[config.mk]
export PLATFORM = sky130hd
export DESIGN_NAME = i2c_tx_streamer
export DESIGN_NICKNAME = d
export VERILOG_FILES = /design/src/rtl/i2c_txq_pkg.sv /design/src/rtl/i2c_txq_fifo.sv /design/src/rtl/i2c_txq_issue.sv /design/src/rtl/i2c_txq_regs.sv /design/src/rtl/i2c_tx_streamer.sv
export SDC_FILE = /design/constraint.sdc
export NUM_CORES = 1
export LEC_CHECK = 0
export BUFFER_PORTS_ARGS = -buffer_cell sky130_fd_sc_hd__buf_2
export CAP_MARGIN = 5
export CELL_PAD_IN_SITES_DETAIL_PLACEMENT = 0
export CELL_PAD_IN_SITES_GLOBAL_PLACEMENT = 1
export CORE_ASPECT_RATIO = 0.8
export CORE_MARGIN = 8
export CORE_UTILIZATION = 49
export CTS_CLUSTER_SIZE = 10
export DETAILED_ROUTE_END_ITERATION = 12
export GPL_ROUTABILITY_DRIVEN = 0
export PLACE_DENSITY = 0.84
export SLEW_MARGIN = 10
export SYNTH_ARGS = -nofsm -noshare
export SYNTH_HDL_FRONTEND = slang
export SYNTH_SLANG_ARGS = --single-unit
[constraint.sdc]
create_clock -name clk_i -period 2.65 [get_ports clk_i]
set_clock_uncertainty 0.1 [all_clocks]
set_input_delay 0.6625 -clock clk_i [delete_from_list [all_inputs] [get_ports clk_i]]
set_output_delay 0.6625 -clock clk_i [all_outputs]
set_load 0.02 [all_outputs]
[src/rtl/i2c_txq_pkg.sv]
`timescale 1ns/1ps
package i2c_txq_pkg;
  localparam int unsigned ADDR_W = 2;
  localparam int unsigned BYTE_W = 8;

  typedef enum logic [ADDR_W-1:0] {
    REG_DATA    = 2'd0,
    REG_CTRL    = 2'd1,
    REG_IRQ_EN  = 2'd2,
    REG_IRQ_CLR = 2'd3
  } txq_reg_e;

  localparam int unsigned CTRL_EN_BIT    = 6;
  localparam int unsigned CTRL_FLUSH_BIT = 7;
  localparam int unsigned ST_EMPTY_BIT   = 4;
  localparam int unsigned ST_OVF_BIT     = 5;
  localparam int unsigned IRQ_NAK_BIT    = 0;
  localparam int unsigned IRQ_DRAIN_BIT  = 1;
  localparam int unsigned IRQ_N          = 2;
endpackage

[src/rtl/i2c_txq_fifo.sv]
`timescale 1ns/1ps
module i2c_txq_fifo #(
  parameter  int unsigned DEPTH  = 64,
  parameter  int unsigned DATA_W = 8,
  localparam int unsigned PTR_W  = (DEPTH > 1) ? $clog2(DEPTH) : 1,
  localparam int unsigned CNT_W  = $clog2(DEPTH + 1)
) (
  input  logic              clk_i,
  input  logic              rst_ni,
  input  logic              flush_i,
  input  logic              push_i,
  input  logic [DATA_W-1:0] push_data_i,
  input  logic              pop_i,
  output logic [DATA_W-1:0] head_o,
  output logic              empty_o,
  output logic              full_o,
  output logic              last_o,
  output logic [CNT_W-1:0]  level_o
);
  localparam logic [CNT_W-1:0] DEPTH_C  = CNT_W'(DEPTH);
  localparam logic [PTR_W-1:0] LAST_IDX = PTR_W'(DEPTH - 1);

  logic [DATA_W-1:0] mem_q [DEPTH];
  logic [PTR_W-1:0]  wr_ptr_q, rd_ptr_q;
  logic [CNT_W-1:0]  cnt_q;
  logic              push_ok, pop_ok;

  function automatic logic [PTR_W-1:0] ptr_inc(input logic [PTR_W-1:0] p);
    return (p == LAST_IDX) ? '0 : p + 1'b1;
  endfunction

  assign empty_o = (cnt_q == '0);
  assign full_o  = (cnt_q == DEPTH_C);
  assign last_o  = (cnt_q == CNT_W'(1));
  assign level_o = cnt_q;
  assign head_o  = mem_q[rd_ptr_q];
  assign push_ok = push_i && !full_o && !flush_i;
  assign pop_ok  = pop_i && !empty_o && !flush_i;

  always_ff @(posedge clk_i or negedge rst_ni) begin
    if (!rst_ni) begin
      wr_ptr_q <= '0;
      rd_ptr_q <= '0;
      cnt_q    <= '0;
    end else if (flush_i) begin
      wr_ptr_q <= '0;
      rd_ptr_q <= '0;
      cnt_q    <= '0;
    end else begin
      if (push_ok) wr_ptr_q <= ptr_inc(wr_ptr_q);
      if (pop_ok)  rd_ptr_q <= ptr_inc(rd_ptr_q);
      case ({push_ok, pop_ok})
        2'b10:   cnt_q <= cnt_q + 1'b1;
        2'b01:   cnt_q <= cnt_q - 1'b1;
        default: cnt_q <= cnt_q;
      endcase
    end
  end

  always_ff @(posedge clk_i) begin
    if (push_ok) mem_q[wr_ptr_q] <= push_data_i;
  end


  level_max_chk: assert property (@(posedge clk_i) disable iff (!rst_ni)
    level_o <= DEPTH_C);

  flush_empty_chk: assert property (@(posedge clk_i) disable iff (!rst_ni)
    flush_i |=> empty_o);

  full_hold_chk: assert property (@(posedge clk_i) disable iff (!rst_ni)
    full_o && push_i && !pop_i && !flush_i |=> full_o);
endmodule

[src/rtl/i2c_txq_issue.sv]
`timescale 1ns/1ps
module i2c_txq_issue #(
  parameter int unsigned DATA_W = 8
) (
  input  logic              clk_i,
  input  logic              rst_ni,
  input  logic              enable_i,
  input  logic              flush_i,
  input  logic              empty_i,
  input  logic              last_i,
  input  logic              push_i,
  input  logic [DATA_W-1:0] head_i,
  input  logic              done_i,
  input  logic              nak_i,
  output logic              byte_req_o,
  output logic [DATA_W-1:0] byte_o,
  output logic              pop_o,
  output logic              nak_evt_o,
  output logic              drain_evt_o
);
  logic halt_q;

  assign byte_req_o  = enable_i && !halt_q && !empty_i;
  assign byte_o      = head_i;
  assign pop_o       = byte_req_o && done_i && !flush_i;
  assign nak_evt_o   = pop_o && nak_i;
  // last byte leaves and nothing arrives behind it
  assign drain_evt_o = pop_o && last_i && !push_i;

  always_ff @(posedge clk_i or negedge rst_ni) begin
    if (!rst_ni)        halt_q <= 1'b0;
    else if (flush_i)   halt_q <= 1'b0;
    else if (nak_evt_o) halt_q <= 1'b1;
  end


  nak_halts_chk: assert property (@(posedge clk_i) disable iff (!rst_ni)
    nak_evt_o |=> !byte_req_o);

  halt_until_flush_chk: assert property (@(posedge clk_i) disable iff (!rst_ni)
    !byte_req_o && !empty_i && enable_i && !flush_i && $past(!byte_req_o) |=> !byte_req_o || $past(flush_i));
endmodule

[src/rtl/i2c_txq_regs.sv]
`timescale 1ns/1ps
module i2c_txq_regs
  import i2c_txq_pkg::*;
(
  input  logic              clk_i,
  input  logic              rst_ni,
  input  logic              wr_en_i,
  input  logic [ADDR_W-1:0] wr_addr_i,
  input  logic [BYTE_W-1:0] wr_data_i,
  input  logic              nak_evt_i,
  input  logic              drain_evt_i,
  input  logic              full_i,
  output logic              enable_o,
  output logic              flush_o,
  output logic              push_o,
  output logic              overflow_o,
  output logic [IRQ_N-1:0]  irq_stat_o,
  output logic              irq_o
);
  logic             sel_data, sel_ctrl, sel_ie, sel_clr;
  logic             en_q, ovf_q, ovf_evt;
  logic [IRQ_N-1:0] ie_q, stat_q, set_v, clr_v;

  assign sel_data = wr_en_i && (wr_addr_i == REG_DATA);
  assign sel_ctrl = wr_en_i && (wr_addr_i == REG_CTRL);
  assign sel_ie   = wr_en_i && (wr_addr_i == REG_IRQ_EN);
  assign sel_clr  = wr_en_i && (wr_addr_i == REG_IRQ_CLR);

  assign flush_o  = sel_ctrl && wr_data_i[CTRL_FLUSH_BIT];
  assign push_o   = sel_data && en_q;
  assign ovf_evt  = push_o && full_i;

  always_comb begin
    set_v                = '0;
    set_v[IRQ_NAK_BIT]   = nak_evt_i;
    set_v[IRQ_DRAIN_BIT] = drain_evt_i;
    clr_v                = sel_clr ? wr_data_i[IRQ_N-1:0] : '0;
  end

  always_ff @(posedge clk_i or negedge rst_ni) begin
    if (!rst_ni) begin
      en_q   <= 1'b0;
      ie_q   <= '0;
      stat_q <= '0;
      ovf_q  <= 1'b0;
    end else begin
      if (sel_ctrl) en_q <= wr_data_i[CTRL_EN_BIT];
      if (sel_ie)   ie_q <= wr_data_i[IRQ_N-1:0];
      stat_q <= (stat_q & ~clr_v) | set_v;
      if (flush_o)      ovf_q <= 1'b0;
      else if (ovf_evt) ovf_q <= 1'b1;
    end
  end

  assign enable_o   = en_q;
  assign overflow_o = ovf_q;
  assign irq_stat_o = stat_q;
  assign irq_o      = |(stat_q & ie_q);


  ovf_sticky_chk: assert property (@(posedge clk_i) disable iff (!rst_ni)
    overflow_o && !flush_o |=> overflow_o);

  nak_flag_chk: assert property (@(posedge clk_i) disable iff (!rst_ni)
    nak_evt_i |=> irq_stat_o[IRQ_NAK_BIT]);

  drain_flag_chk: assert property (@(posedge clk_i) disable iff (!rst_ni)
    drain_evt_i |=> irq_stat_o[IRQ_DRAIN_BIT]);
endmodule

[src/rtl/i2c_tx_streamer.sv]
`timescale 1ns/1ps
module i2c_tx_streamer
  import i2c_txq_pkg::*;
#(
  parameter  int unsigned DEPTH = 64,
  localparam int unsigned CNT_W = $clog2(DEPTH + 1)
) (
  input  logic              clk_i,
  input  logic              rst_ni,
  input  logic              wr_en_i,
  input  logic [ADDR_W-1:0] wr_addr_i,
  input  logic [BYTE_W-1:0] wr_data_i,
  output logic              byte_req_o,
  output logic [BYTE_W-1:0] byte_o,
  input  logic              byte_done_i,
  input  logic              byte_nak_i,
  output logic [BYTE_W-1:0] status_o,
  output logic [IRQ_N-1:0]  irq_stat_o,
  output logic              irq_o,
  output logic [CNT_W-1:0]  level_o
);
  logic              enable, flush, push, pop, overflow;
  logic              empty, full, last, nak_evt, drain_evt;
  logic [BYTE_W-1:0] head;

  i2c_txq_regs u_regs (
    .clk_i       (clk_i),
    .rst_ni      (rst_ni),
    .wr_en_i     (wr_en_i),
    .wr_addr_i   (wr_addr_i),
    .wr_data_i   (wr_data_i),
    .nak_evt_i   (nak_evt),
    .drain_evt_i (drain_evt),
    .full_i      (full),
    .enable_o    (enable),
    .flush_o     (flush),
    .push_o      (push),
    .overflow_o  (overflow),
    .irq_stat_o  (irq_stat_o),
    .irq_o       (irq_o)
  );

  i2c_txq_fifo #(.DEPTH(DEPTH), .DATA_W(BYTE_W)) u_fifo (
    .clk_i       (clk_i),
    .rst_ni      (rst_ni),
    .flush_i     (flush),
    .push_i      (push),
    .push_data_i (wr_data_i),
    .pop_i       (pop),
    .head_o      (head),
    .empty_o     (empty),
    .full_o      (full),
    .last_o      (last),
    .level_o     (level_o)
  );

  i2c_txq_issue #(.DATA_W(BYTE_W)) u_issue (
    .clk_i       (clk_i),
    .rst_ni      (rst_ni),
    .enable_i    (enable),
    .flush_i     (flush),
    .empty_i     (empty),
    .last_i      (last),
    .push_i      (push),
    .head_i      (head),
    .done_i      (byte_done_i),
    .nak_i       (byte_nak_i),
    .byte_req_o  (byte_req_o),
    .byte_o      (byte_o),
    .pop_o       (pop),
    .nak_evt_o   (nak_evt),
    .drain_evt_o (drain_evt)
  );

  always_comb begin
    status_o               = '0;
    status_o[ST_EMPTY_BIT] = empty;
    status_o[ST_OVF_BIT]   = overflow;
  end


  no_pop_without_req_chk: assert property (@(posedge clk_i) disable iff (!rst_ni)
    !byte_req_o && !flush |=> level_o >= $past(level_o));

  req_needs_data_chk: assert property (@(posedge clk_i) disable iff (!rst_ni)
    byte_req_o |-> !status_o[ST_EMPTY_BIT]);
endmodule

==> results.py <==
metrics = {
    "clock_tree": {
        "cts_root_buf": "sky130_fd_sc_hd__clkbuf_16",
        "worst_setup_hold_path_clk_slew_ns": 0.06,
        "tritoncts.num_buffers": 60,
        "cts.htree.levels": 2,
        "cts.sink_count": 538,
        "worst_skew_pair.late_latency_ns": 0.60,
        "tritoncts": "yes",
        "clk_path_buf_depth": 3,
    },
    "power_and_ir_drop": {
        "tot_pwr_mw": 24.05,
        "leakage_nw": 8.762,
        "p_per_area_nw_per_um2": 915.1,
        "clock_power_share_pct": 30.5,
        "seqPwrFrac_pct": 39.8,
        "cell_internal_power_mw": 17.28,
        "vdd_ir_drop_max_uv": 587.4,
        "p_comb_share_pct": 29.7,
        "switching_fraction_of_total_power_pct": 28.14,
        "switchingPower_mw": 6.767,
    },
    "cells_and_area": {
        "n_fill_cell": 3000,
        "multiInputGateArea_um2": 5424,
        "mostFrequentLayoutCell": "sky130_fd_sc_hd__edfxtp_1",
        "area_growth_pct": 22.24,
        "layout-drive-gt1-share_pct": 36.10,
        "nets": 1404,
        "register_area_um2": 16040,
        "most-common-layout-cells": "512 x sky130_fd_sc_hd__edfxtp_1, 194 x sky130_fd_sc_hd__buf_4, 109 x sky130_fd_sc_hd__mux4_2",
    },
    "timing": {
        "setup_repair_after_global_routing_missed_its_margin": "yes",
        "final.min_clock_period_ns": 3.686,
        "final_max_slew_viol_count": 0,
        "final_min_period_over_clock_period_pct": 139.1,
        "setup_total_negative_slack_ns": -7.911,
        "fmax_mhz": 271.3,
        "relSlewSlack_pct": 50.15,
        "worst_pin_slew_ns": 0.7478,
        "finalSetupViolCount": 8,
        "postLayoutSetupSlackWorst_ns": -1.036,
        "hold_violations": 0,
    },
    "setup_path": {
        "critPathRequiredTime_ns": 1.89,
        "setup.worst_path.end_class": "output port",
        "path_class": "flip-flop to output port",
        "worst_case_register_to_register_setup_slack_ns": 0.11,
        "worstRegToRegCells": 8,
        "critical_path.reg2reg.endpoint": "u_fifo.level_o[4]$_DFFE_PN0P_",
        "critPathArrivalTime_ns": 2.92,
        "regToRegStartpoint": "u_fifo.level_o[3]$_DFFE_PN0P_",
        "critical_path.max_fanout": 12,
        "crit_path_start_kind": "flip-flop",
    },
    "route": {
        "routed_via_density": 6.083,
        "routedWlPerCell_um": 26.59,
        "via_count": 11990,
        "ant_nets": 0,
        "drt-pass1-iter-count": 5,
        "wl_um": 52410,
        "drc_errors": 0,
        "drt-initial-drc-count": 1262,
    },
    "outcome": {
        "violated_checks": "negative setup slack",
        "run_status": "finished, violations left",
    },
    "floorplan": {
        "start_util_pct": 49.74,
        "die_x_um": 250.2,
        "rows": 68,
        "placeableCoreArea_um2": 43220,
        "dieArea_um2": 50870,
        "chipHeight_um": 203.3,
        "io_pins": 42,
    },
    "hold_path": {
        "holdCritPathClass": "input pin to flip-flop",
        "min_from": "byte_nak_i",
        "hold_depth": 2,
        "hold_path_end": "u_regs.irq_stat_o[0]$_DFF_PN0_",
    },
    "yosys": {
        "top_flip_flop_cell_by_instance_count_after_synthesis": "sky130_fd_sc_hd__edfxtp_1",
        "netlist_instances": 1118,
        "area_of_the_mapped_netlist_um2": 21500,
        "synth_cell_types": 61,
        "synth.ff_latch_count": 538,
        "synth_seq_area_share_pct": 74.55,
        "synthArstFlopShare_pct": 4.833,
        "synth_enable_flop_cells": 512,
        "synth.yosys.warnings": 0,
        "syn-mean-instance-area_um2": 19.23,
    },
    "global_route": {
        "global_route_wire_length_before_repair_um": 77270,
        "gr-usage-all-layers_pct": 20.10,
        "gr-total-overflow": 0,
        "grt_pass1_vias": 11910,
        "antenna_violations_before_repair": 0,
        "largest_net_degree_at_the_start_of_global_routing": 66,
    },
    "run": {
        "cap_violations": 0,
    },
    "placed_design": {
        "io_buffer_count": 35,
        "hpwl_um": 33400,
    },
}
per-layer routing:
layer | vias to the layer above | wire, um | global-route usage [%]
li1 | 5112 | - | -
met1 | 6176 | 22010 | 29.46
met2 | 613 | 24460 | 31.26
met3 | 89 | 4714 | 3.499
met4 | 0 | 1227 | 5.231
met5 | - | 0 | 0
sequential cells by signal (all words and copies together), names as in the netlist:
name               cells
u_fifo.mem_q         512
u_fifo.rd_ptr_q        6
u_fifo.wr_ptr_q        6
u_regs.enable_o        1
u_regs.irq_stat_o      2
u_regs.overflow_o      1
u_issue.halt_q         1
u_regs.ie_q            2
u_fifo.level_o         7
critical path, stage by stage (launching register included):
cell	delay [ns]
sky130_fd_sc_hd__dfrtp_4	0.46
sky130_fd_sc_hd__buf_12	0.17
sky130_fd_sc_hd__buf_16	0.18
sky130_fd_sc_hd__mux4_2	0.54
sky130_fd_sc_hd__a221oi_1	0.36
sky130_fd_sc_hd__nand3_1	0.20
sky130_fd_sc_hd__o221ai_2	0.16
sky130_fd_sc_hd__a221oi_2	0.06
sky130_fd_sc_hd__buf_2	0.18
worst max path at each step:
stage                                    from                       endpoint  slack [ns]  depth (start not counted)
3_5_place_dp   u_fifo.rd_ptr_q[0]$_DFFE_PN0P_                      byte_o[4]       -0.56                          9
3_3_place_gp   u_fifo.rd_ptr_q[0]$_DFFE_PN0P_                      byte_o[4]       -0.48                          9
4_1_cts        u_fifo.rd_ptr_q[0]$_DFFE_PN0P_                      byte_o[1]       -1.05                          8
5_1_grt        u_fifo.rd_ptr_q[0]$_DFFE_PN0P_                      byte_o[1]       -1.07                          8
2_1_floorplan   u_fifo.level_o[3]$_DFFE_PN0P_  u_fifo.level_o[6]$_DFFE_PN0P_       -0.12                         11
6_report       u_fifo.rd_ptr_q[0]$_DFFE_PN0P_                      byte_o[1]       -1.04                          8
power by group through the flow:
stage	Sequential, mW	Clock (mW)	Combinational (mW)
after floorplan	9.78	0	3.74
after global placement	9.75	0	6.10
after detailed placement	9.76	0	6.19
after CTS	9.56	7.46	6.63
after global routing	9.58	7.77	7.53
final	9.57	7.35	7.14
stage by stage:
stage,setup WS [ns],util (%),hold slack (ns),area (um2),std cells
floorplan,-0.1204,-,0.2669,21590,1123
global placement,-0.4817,55.33,0.3823,23920,1863
detailed placement,-0.5572,55.33,0.3987,23920,1863
CTS,-1.052,59.89,0.2155,25890,1959
global route,-1.075,60.79,0.2399,26280,1970
finish,-1.036,60.80,0.2326,26280,1971
cells by family (layout without fill, tap and decap cells):
kind of cell / after synthesis / count (layout) / share of synthesized area (%)
AO/OA/AOI/OAI: 124 / 124 / 4.336
XOR/XNOR: 7 / 7 / 0.2852
adder cells (fa/ha/maj): 6 / 6 / 0.3492
buffers and inverters: 75 / 362 / 2.177
flip-flops: 538 / 538 / 74.55
multiplexers: 160 / 160 / 13.85
other: 1 / 7 / 0.01744
AND/OR/NAND/NOR: 207 / 207 / 4.441
final cells by class:
type / instances / area share [%]
multi-input combinational: 510 / 20.64
sequential: 538 / 61.02
antenna: 1 / 0.009523
tap: 560 / 2.666
timing repair buffer: 264 / 9.109
inverter: 9 / 0.1286
clock buffer: 86 / 6.328
clock inverter: 3 / 0.09523
synth_stat cells, types with 5 or more instances:
cell                         n  area, um2
sky130_fd_sc_hd__o21ai_0    13      65.06
sky130_fd_sc_hd__a22oi_1    16      120.1
sky130_fd_sc_hd__inv_1       9      33.78
sky130_fd_sc_hd__dfrtp_1    26      650.6
sky130_fd_sc_hd__buf_8       5      75.07
sky130_fd_sc_hd__nand3_1    18      90.09
sky130_fd_sc_hd__o211ai_1    9      67.56
sky130_fd_sc_hd__buf_4      11      82.58
sky130_fd_sc_hd__nor2_1    104      390.4
sky130_fd_sc_hd__nor2b_1     9      56.30
sky130_fd_sc_hd__a22o_1      8      70.07
sky130_fd_sc_hd__buf_2      10      50.05
sky130_fd_sc_hd__or3_1       7      43.79
sky130_fd_sc_hd__a21oi_1    15      75.07
sky130_fd_sc_hd__edfxtp_1  512      15370
sky130_fd_sc_hd__nand4_1     8      50.05
sky130_fd_sc_hd__a221oi_1   19      166.4
sky130_fd_sc_hd__mux4_2    109       2455
sky130_fd_sc_hd__buf_6       8      90.09
sky130_fd_sc_hd__nand2_1    33      123.9
sky130_fd_sc_hd__o22ai_1     5      31.28
sky130_fd_sc_hd__mux2i_1    42      420.4
sky130_fd_sc_hd__ha_1        6      75.07
sky130_fd_sc_hd__nand2b_1    6      37.54
sky130_fd_sc_hd__clkbuf_1   27      101.4
sky130_fd_sc_hd__mux2_2      9      101.4
sky130_fd_sc_hd__nand3b_1    5      37.54
repair_timing:
item / 4_1_cts / 5_1_grt
endpoints found under the hold margin: 26 / 0
gates cloned: 1 / 1
pin swaps: 8 / 13
hold buffers: 1 / 0
gates resized for setup: 36 / 46
endpoints found under the setup margin: 10 / 14
buffers inserted: 6 / 12
Power figures use the tool's default switching activity.
